==> config.mk <==
export PLATFORM = sky130hd
export DESIGN_NAME = tsmatch_arbiter
export DESIGN_NICKNAME = d
export VERILOG_FILES = /design/src/rtl/tsm_pkg.sv /design/src/rtl/tsm_min_select.sv /design/src/rtl/tsm_round_ctl.sv /design/src/rtl/tsmatch_arbiter.sv
export SDC_FILE = /design/constraint.sdc
export NUM_CORES = 1
export LEC_CHECK = 0
export BUFFER_PORTS_ARGS = -buffer_cell sky130_fd_sc_hd__buf_4
export CORE_ASPECT_RATIO = 0.6
export CORE_UTILIZATION = 35
export DETAILED_ROUTE_END_ITERATION = 10
export PLACE_DENSITY = 0.5
export SLEW_MARGIN = 10
export SYNTH_ARGS = -nofsm -noshare
export SYNTH_HDL_FRONTEND = slang
export SYNTH_SLANG_ARGS = --single-unit
==> constraint.sdc <==
create_clock -name clk -period 21.7 [get_ports clk]
set_input_delay 0 -clock clk [delete_from_list [all_inputs] [get_ports clk]]
set_output_delay 0 -clock clk [all_outputs]
set_load 0.05 [all_outputs]
==> src/rtl/tsm_pkg.sv <==
package tsm_pkg;
  function automatic int idx_width(int n);
    return (n < 2) ? 1 : $clog2(n);
  endfunction
endpackage

==> src/rtl/tsm_min_select.sv <==
module tsm_min_select #(
  parameter int NUM   = 4,
  parameter int KEY_W = 10,
  localparam int IW   = tsm_pkg::idx_width(NUM)
) (
  input  logic                 clk,
  input  logic                 rst,
  input  logic [NUM-1:0]       cand_vld,
  input  logic [NUM*KEY_W-1:0] cand_key,
  output logic                 sel_any,
  output logic [IW-1:0]        sel_idx,
  output logic [KEY_W-1:0]     sel_key
);
  localparam int SIZE  = 1 << IW;
  localparam int NODES = 2 * SIZE - 1;

  logic             nv [NODES];
  logic [KEY_W-1:0] nk [NODES];
  logic [IW-1:0]    ni [NODES];

  // leaves: lower index sits in the left subtree
  for (genvar k = 0; k < SIZE; k++) begin : g_leaf
    if (k < NUM) begin : g_real
      assign nv[SIZE-1+k] = cand_vld[k];
      assign nk[SIZE-1+k] = cand_key[k*KEY_W +: KEY_W];
      assign ni[SIZE-1+k] = IW'(k);
    end else begin : g_pad
      assign nv[SIZE-1+k] = 1'b0;
      assign nk[SIZE-1+k] = '0;
      assign ni[SIZE-1+k] = '0;
    end
  end

  // internal nodes: right side wins only when strictly smaller
  for (genvar n = 0; n < SIZE - 1; n++) begin : g_node
    logic take_r;
    assign take_r = nv[2*n+2] && (!nv[2*n+1] || (nk[2*n+2] < nk[2*n+1]));
    assign nv[n]  = nv[2*n+1] | nv[2*n+2];
    assign nk[n]  = take_r ? nk[2*n+2] : nk[2*n+1];
    assign ni[n]  = take_r ? ni[2*n+2] : ni[2*n+1];
  end

  assign sel_any = nv[0];
  assign sel_idx = ni[0];
  assign sel_key = nk[0];

  // chosen entry is minimal, ties to the lowest index
  always @(posedge clk) begin
    if (!rst) begin
      a_r9_any_matches_vld: assert (sel_any == (|cand_vld))
        else $error("min_select any flag mismatch");
      for (int k = 0; k < NUM; k++) begin
        if (cand_vld[k]) begin
          a_r2_min_key: assert (sel_key < cand_key[k*KEY_W +: KEY_W] ||
                               (sel_key == cand_key[k*KEY_W +: KEY_W] && int'(sel_idx) <= k))
            else $error("min_select not minimal at %0d", k);
        end
      end
    end
  end
endmodule

==> src/rtl/tsm_round_ctl.sv <==
module tsm_round_ctl #(
  parameter int ROUNDS = 3,
  localparam int CW    = tsm_pkg::idx_width(ROUNDS)
) (
  input  logic clk,
  input  logic rst,
  input  logic start,
  output logic busy,
  output logic done
);
  logic [CW-1:0] rnd;

  always_ff @(posedge clk) begin
    if (rst) begin
      busy <= 1'b0;
      rnd  <= '0;
      done <= 1'b0;
    end else if (start) begin
      busy <= 1'b1;
      rnd  <= '0;
      done <= 1'b0;
    end else if (busy) begin
      if (rnd == CW'(ROUNDS - 1)) begin
        busy <= 1'b0;
        done <= 1'b1;
      end else begin
        rnd  <= rnd + 1'b1;
        done <= 1'b0;
      end
    end else begin
      done <= 1'b0;
    end
  end

  a_r6_done_pulse: assert property (@(posedge clk) disable iff (rst) done |=> !done)
    else $error("done held longer than one cycle");
  a_r6_done_ends_busy: assert property (@(posedge clk) disable iff (rst) done |-> !busy)
    else $error("done while still busy");
endmodule

==> src/rtl/tsmatch_arbiter.sv <==
module tsmatch_arbiter #(
  parameter int NPORT  = 4,
  parameter int PRI_W  = 2,
  parameter int TS_W   = 8,
  parameter int ROUNDS = 3,
  localparam int KEY_W = PRI_W + TS_W,
  localparam int IDX_W = tsm_pkg::idx_width(NPORT)
) (
  input  logic                           clk,
  input  logic                           rst,
  input  logic                           start,
  input  logic [NPORT*NPORT-1:0]         req_vld,
  input  logic [NPORT*NPORT*KEY_W-1:0]   req_key,
  output logic [NPORT-1:0]               match_vld,
  output logic [NPORT*IDX_W-1:0]         match_port,
  output logic                           done
);
  logic [NPORT*NPORT-1:0]       q_vld;
  logic [NPORT*NPORT*KEY_W-1:0] q_key;
  logic                         busy;
  logic [NPORT-1:0]             out_taken;

  logic [NPORT-1:0]       gc_vld [NPORT];
  logic [NPORT*KEY_W-1:0] gc_key [NPORT];
  logic                   gr_any [NPORT];
  logic [IDX_W-1:0]       gr_idx [NPORT];
  logic [KEY_W-1:0]       gr_key [NPORT];

  logic [NPORT-1:0]       ac_vld [NPORT];
  logic [NPORT*KEY_W-1:0] ac_key [NPORT];
  logic                   acc_any [NPORT];
  logic [IDX_W-1:0]       acc_idx [NPORT];
  logic [KEY_W-1:0]       acc_key [NPORT];

  // capture the slot's requests (keys need no reset)
  always_ff @(posedge clk) begin
    if (rst) q_vld <= '0;
    else if (start) q_vld <= req_vld;
  end
  always_ff @(posedge clk) begin
    if (start) q_key <= req_key;
  end

  tsm_round_ctl #(.ROUNDS(ROUNDS)) ctl_i (
    .clk(clk), .rst(rst), .start(start), .busy(busy), .done(done)
  );

  always_comb begin
    out_taken = '0;
    for (int i = 0; i < NPORT; i++)
      if (match_vld[i]) out_taken[match_port[i*IDX_W +: IDX_W]] = 1'b1;
  end

  // grant stage: one minimum selector per output
  always_comb begin
    for (int j = 0; j < NPORT; j++) begin
      for (int i = 0; i < NPORT; i++) begin
        gc_vld[j][i] = q_vld[i*NPORT+j] & ~match_vld[i] & ~out_taken[j];
        gc_key[j][i*KEY_W +: KEY_W] = q_key[(i*NPORT+j)*KEY_W +: KEY_W];
      end
    end
  end

  for (genvar j = 0; j < NPORT; j++) begin : g_grant
    tsm_min_select #(.NUM(NPORT), .KEY_W(KEY_W)) sel_i (
      .clk(clk), .rst(rst), .cand_vld(gc_vld[j]), .cand_key(gc_key[j]),
      .sel_any(gr_any[j]), .sel_idx(gr_idx[j]), .sel_key(gr_key[j])
    );
  end

  // accept stage: one minimum selector per input
  always_comb begin
    for (int i = 0; i < NPORT; i++) begin
      for (int j = 0; j < NPORT; j++) begin
        ac_vld[i][j] = gr_any[j] && (gr_idx[j] == IDX_W'(i));
        ac_key[i][j*KEY_W +: KEY_W] = gr_key[j];
      end
    end
  end

  for (genvar i = 0; i < NPORT; i++) begin : g_accept
    tsm_min_select #(.NUM(NPORT), .KEY_W(KEY_W)) sel_i (
      .clk(clk), .rst(rst), .cand_vld(ac_vld[i]), .cand_key(ac_key[i]),
      .sel_any(acc_any[i]), .sel_idx(acc_idx[i]), .sel_key(acc_key[i])
    );
  end

  // match registers: start clears, each round adds accepted pairs
  always_ff @(posedge clk) begin
    if (rst) begin
      match_vld  <= '0;
      match_port <= '0;
    end else if (start) begin
      match_vld  <= '0;
      match_port <= '0;
    end else if (busy) begin
      for (int i = 0; i < NPORT; i++) begin
        if (acc_any[i]) begin
          match_vld[i] <= 1'b1;
          match_port[i*IDX_W +: IDX_W] <= acc_idx[i];
        end
      end
    end
  end

  // assertions
  a_r1_start_clears: assert property (@(posedge clk) disable iff (rst)
    start |=> (match_vld == '0 && !done)) else $error("start did not clear match");

  a_r5_match_sticky: assert property (@(posedge clk) disable iff (rst)
    !start |=> ((match_vld & $past(match_vld)) == $past(match_vld)))
    else $error("a matched input was released mid-slot");

  a_r6_idle_hold: assert property (@(posedge clk) disable iff (rst)
    (!busy && !start) |=> ($stable(match_vld) && $stable(match_port)))
    else $error("match changed while idle");

  always @(posedge clk) begin
    if (!rst) begin
      for (int i = 0; i < NPORT; i++) begin
        if (match_vld[i]) begin
          a_r7_had_request: assert (q_vld[i*NPORT + int'(match_port[i*IDX_W +: IDX_W])])
            else $error("input %0d matched without request", i);
          for (int k = i + 1; k < NPORT; k++) begin
            if (match_vld[k]) begin
              a_r7_output_unique: assert (match_port[i*IDX_W +: IDX_W] != match_port[k*IDX_W +: IDX_W])
                else $error("inputs %0d and %0d share an output", i, k);
            end
          end
        end
        if (acc_any[i]) begin
          a_r4_accept_key: assert (acc_key[i] ==
              q_key[(i*NPORT + int'(acc_idx[i]))*KEY_W +: KEY_W])
            else $error("accepted key does not belong to pair");
        end
      end
    end
  end
endmodule

After elaboration in Yosys (flattened, before gate mapping) --
Index checks and enable logic that the tools add are counted.
Cells by class: $add $sub $neg 1, bitwise operators 69, muxes and demuxes 60, magnitude comparators 26, reductions and logical operators 103, equal/unequal tests 13
Operators by type and width (number):
- two-way mux 10 bit | 20
- < comparator 10 bit | 18
- logical AND 1 bit | 44
- AND 1 bit | 32
- zero test 1 bit | 24
- logical OR 1 bit | 24
- two-way mux 1 bit | 24
- OR 1 bit | 24
- == test 2 bit, second input constant | 9
- two-way mux 2 bit | 8
- two-way mux 4 bit | 4
- < comparator 2 x 3 -> 1 bit, second input constant | 4
- OR 4 bit | 3
- NOT 1 bit | 10
- AND reduction 2 bit | 5
- demux 1 bit (select 2 bit) | 4
- == test 2 x 1 -> 1 bit, second input constant | 4
- greater-or-equal comparator 2 x 1 -> 1 bit, second input constant | 4
- zero test 2 bit | 4
- OR reduction 3 bit | 1
- adder 2 x 1 -> 2 bit, second input constant | 1
- OR reduction 2 bit | 1
Storage, ports and cells: output and inout bits 13, register bits after elaboration 192, input port bits 179, logic and storage cells 285

Depth between registers and ports, before layout --
depth in word-level cells 31, depth in mapped cells 46, depth with buffers taken out 41

By module --
From an unflattened synthesis, not the netlist that was laid out.
Second synthesis, totals: cell total of the unflattened synthesis 1603, area, all modules 15663.8 µm²
Modules (own cells, without submodules):
- tsm_min_select | times used 8, area each 1161.1 µm², sequential area each 0.0 µm², cells an instance 158
- tsmatch_arbiter | times used 1, area each 6213.5 µm², sequential area each 5365.1 µm², cells an instance 324
- tsm_round_ctl | times used 1, area each 161.4 µm², sequential area each 80.1 µm², cells an instance 15

Least setup slack after synthesis --
No wires, ideal clock.
path type reg2reg, from register match_port[6], to register match_port[0], buffers on the path 5, setup slack 12952 ps, stages on the path, launching flop included 45, setup time 142 ps, required time 21558 ps, arrival 8606 ps, clock period less this slack 8748 ps, path through dfxtp_1 -> and3b_1 -> a31o_1 -> a2111oi_0 -> nand2_1 -> inv_1 -> buf_1 -> clkbuf_1 -> nor2_1 -> a21oi_1 -> inv_1 -> ha_1 -> a21oi_1 -> o221a_2 -> o21a_1 -> a21oi_1 -> nand2b_1 -> a21oi_1 -> [9 not listed] -> a21oi_1 -> o31a_1 -> clkbuf_1 -> clkbuf_1 -> nand2_1 -> o21ai_0 -> ha_1 -> a21o_1 -> a21o_1 -> a21o_1 -> a21oi_1 -> nor2b_1 -> o21ai_0 -> nand2b_1 -> a221o_1 -> a2111oi_0 -> or3b_1 -> a41oi_1
On the way: word-level cells in the longest chain between the ends 26, elaborated cells between the ends (all ways) 132, those cells by class order compare: 9; mux: 32; bitwise: 36; reduce/logical: 55
RTL lines:
- from (decl) | line tsmatch_arbiter.sv:15 | output logic [NPORT*IDX_W-1:0] match_port,
- from (signal, indexed assignment) | line tsmatch_arbiter.sv:100 | match_port[i*IDX_W +: IDX_W] <= acc_idx[i];
- < comparator 2 x 3 -> 1 bit (not written as such) or greater-or-equal comparator 2 x 1 -> 1 bit (tied branches) | line tsmatch_arbiter.sv:51 | if (match_vld[i]) out_taken[match_port[i*IDX_W +: IDX_W]] = 1'b1;
- logical AND 1 bit (not written as such) | line tsmatch_arbiter.sv:51
- two-way mux 1 bit (not written as such) | line tsmatch_arbiter.sv:51
- demux 1 bit (select 2 bit) (*) | line tsmatch_arbiter.sv:51
- OR 4 bit (no source line) (*)
- two-way mux 4 bit (*) | line tsmatch_arbiter.sv:51
- parallel branches: the longest is 20 deep, another holds < comparator 10 bit
Every way passes the cells marked *. A chain may end at the register's enable or synchronous reset.

Worst setup path in the final report --
from register q_key[149], to register match_port[0]
On the way: word-level cells in the longest chain between the ends 18, elaborated cells between the ends (all ways) 25, those cells by class order compare: 4; mux: 7; bitwise: 2; reduce/logical: 12
RTL lines:
- from (decl) | line tsmatch_arbiter.sv:19 | logic [NPORT*NPORT*KEY_W-1:0] q_key;
- from (signal assigned) | line tsmatch_arbiter.sv:41 | if (start) q_key <= req_key;
- parallel branches: the longest is 18 deep, another holds < comparator 10 bit
Parallel ways; which one is timed is not known.

==> impl_metrics.toml <==
[outcome]
status = "complete, no violations"

[layout]
final_cell_mix = "buf_4 (200), dlygate4sd3_1 (195), ha_1 (163)"
fin_nets = 2079
synthToLayoutAreaGrowth_pct = 33.8
num_antenna_cells = 0
n_fill_cell = 3578
layout_commonest_cell = "buf_4"
drive_gt1_frac = 0.169
final_util = 0.479

[die]
core_area_um2 = 37900
ios = 192
chipHeight_um = 154
die_area_um2 = 39600
dieWidth_um = 256
num_rows = 55
start_util = 0.358

[global_routing]
grtUsageTotal = 0.215
grt_pass1_wl_mm = 65.3
grt_max_degree = 69
gr-usage-met3 = 0.0538
grt_use_met2 = 0.294
top_usage_layer = "met1"
antenna_found_initial = 0
grt_pass1_vias = 11480
use_met1 = 0.335
grt-ovfl-total = 0

[clock_tree]
htree_levels = 4
cts.sinks = 192
path_clk_slew_ns = 0.09
cts_tree = "yes"
numCtsBuffers = 17
clock_latency_ns = 0.46
post_cts_buffers = 0
cts_hold_buffers = 195
clockBufferDepth = 2
root_buffer = "clkbuf_16"
postCtsResizedCells = 0

[logic_synthesis]
yosysTopAreaCell = "edfxtp_1"
syn-num-nets = 1700
synth_seq_area_share = 0.401
synth-async-reset-ratio = 0
syn_inst = 1358
synth_top_cell_area_share = 0.354
synth_edf_count = 160
synth_top_cells_by_area = "edfxtp_1 (35%), ha_1 (15%), mux2i_1 (5.2%)"
synth_flop_cell = "edfxtp_1"
synth.distinct_cells = 82
ys_seq_elements = 192
synth_area_um2 = 13600
synth_area_per_cell_um2 = 9.99
yosysWarnings = 0

[routing]
ant_nets = 0
post_drt_wl_per_cell_um = 18.6
first_pass_iters = 5
vias = 11753
via_per_inst = 5.19
remaining_drc_errors = 0
wl_mm = 42.1
drt-initial-drc-count = 876

[pwr]
pwr-share-clk = 0.268
p_sw_frac = 0.363
irDropWorstVdd_uv = 55.9
p_int_uw = 781
p_sw_uw = 445
leakagePower_nw = 7.96
combPwrFrac = 0.367
pwr-share-seq = 0.365
p_per_area_nw_per_um2 = 67.5

[worst_setup_path]
regToRegSetupSlack_ns = 10.82
worstSetupPathType = "flip-flop to flip-flop"
required_ns = 22.01
max_stage_delay_ns = 0.96
end_kind = "flip-flop"
rr_worst_depth = 38
path_max_fanout = 21
cp.arrival_ns = 11.19
slowest_stage = "a21oi_1"
cpMostUsedCell = "a21oi_1"
critPathLaunchType = "flip-flop"

[timing]
timing.final.crit_share = 0.501
finalHoldViolCount = 0
period_needed_ns = 10.88
finalMaxSlewViolations = 0
tns_ns = 0
setup_viol = 0
rsz0062_at_grt = "false"
slew_headroom = 0.196
tightest_slew_ns = 1.21
finalClockSkew_ns = 0.0152
fmax_ghz = 0.0919

[job]
maxCapViolCount = 0

[placement]
place_congestion = 0.909
dp_hpwl_mm = 32.9
port_buffers = 191

[hold_path]
hold_depth = 2
hold_class = "primary input to flip-flop"
[cells in the mapped netlist (5+ instances only)]
cell type / count
nor3b_1: 8
a2111oi_0: 7
nand4_1: 21
a211o_1: 5
edfxtp_1: 160
a31oi_1: 8
nand3_1: 22
a2111o_1: 5
and2_1: 7
nor3_1: 18
dfxtp_1: 32
a21o_1: 27
ha_1: 163
nand2b_1: 21
a211oi_1: 21
o21ai_1: 5
a221o_1: 5
nor2_1: 132
inv_1: 131
o211ai_1: 13
nor4_1: 5
clkbuf_1: 24
and3_1: 7
a2bb2oi_1: 5
o21ai_0: 53
mux2_2: 45
o21a_1: 25
nand2_1: 63
a21oi_1: 121
nor2b_1: 22
o211a_1: 5
or4_1: 5
buf_1: 6
mux2i_1: 70
[metrics by stage]
| step | instances | hold slack [ns] | instance area [um2] | setup WS [ns] | power [mW] |
|---|---|---|---|---|---|
| 2_1_floorplan | 1358 | 0.0989 | 13600 | 12.95 | 0.727 |
| 3_3_place_gp | 2036 | 0.178 | 15600 | 11.16 | 0.869 |
| 3_5_place_dp | 2036 | 0.179 | 15600 | 11.11 | 0.870 |
| 4_1_cts | 2263 | 0.219 | 18100 | 11.07 | 1.23 |
| 5_1_grt | 2263 | 0.229 | 18200 | 10.18 | 1.31 |
| 6_report | 2263 | 0.240 | 18200 | 10.82 | 1.23 |
[power by group through the flow]
stage,clock [mW],sequential (mW),combinational (mW)
2_1_floorplan,0,0.451,0.276
3_3_place_gp,0,0.456,0.413
3_5_place_dp,0,0.456,0.414
4_1_cts,0.338,0.448,0.445
5_1_grt,0.351,0.451,0.503
6_report,0.329,0.448,0.449
[sequential cells by signal, indices dropped and copies added (netlist names)]
name and cells:
ctl_i.busy 1, match_port 8, match_vld 4, q_key 160, ctl_i.done 1, ctl_i.rnd 2
q_vld 16
[final cells by class]
cell class | count | area [um2] | area share
Multi-Input combinational cell | 998 | 7490 | 0.413
Sequential cell | 192 | 5450 | 0.300
Timing Repair Buffer | 396 | 3460 | 0.191
Tap cell | 513 | 642 | 0.0354
Inverter | 132 | 495 | 0.0273
Clock buffer | 17 | 425 | 0.0234
Clock inverter | 15 | 188 | 0.0103
[logic make-up (layout without fill, tap and decap cells)]
logic type / Yosys count / after routing / synth area share
DFF: 192 / 192 / 0.401
buffers and inverters: 168 / 560 / 0.0477
AOI/OAI and AO/OA: 360 / 360 / 0.180
xor gates and xnor gates: 1 / 1 / 0.000646
adders and majority gates: 163 / 163 / 0.150
muxes: 115 / 115 / 0.0890
and+or+nand+nor: 359 / 359 / 0.131
[critical path, delay by kind of cell (launching register included)]
kind,cells,cell delay [ns]
compound gates,23,6.45
fa+ha+maj,4,1.29
simple gates,7,1.10
buf+inv,3,0.79
mux,1,0.67
flops,1,0.40
[path summary, 6_finish.rpt]
check	startpoint	end
setup / recovery	q_key[149]$_DFFE_PP_	match_port[0]$_SDFFE_PP0P_
hold / removal	req_key[32]	q_key[32]$_DFFE_PP_
setup reg to reg	q_key[149]$_DFFE_PP_	match_port[0]$_SDFFE_PP0P_
hold reg to reg	ctl_i.rnd[1]$_SDFFE_PP0P_	ctl_i.rnd[1]$_SDFFE_PP0P_
[per-layer routing]
layer	share of wire	wire, um
met1	0.53	22200
met2	0.39	16500
met3	0.073	3080
met4	0.0079	334
met5	0	0
(Power assumes the default switching activity.)
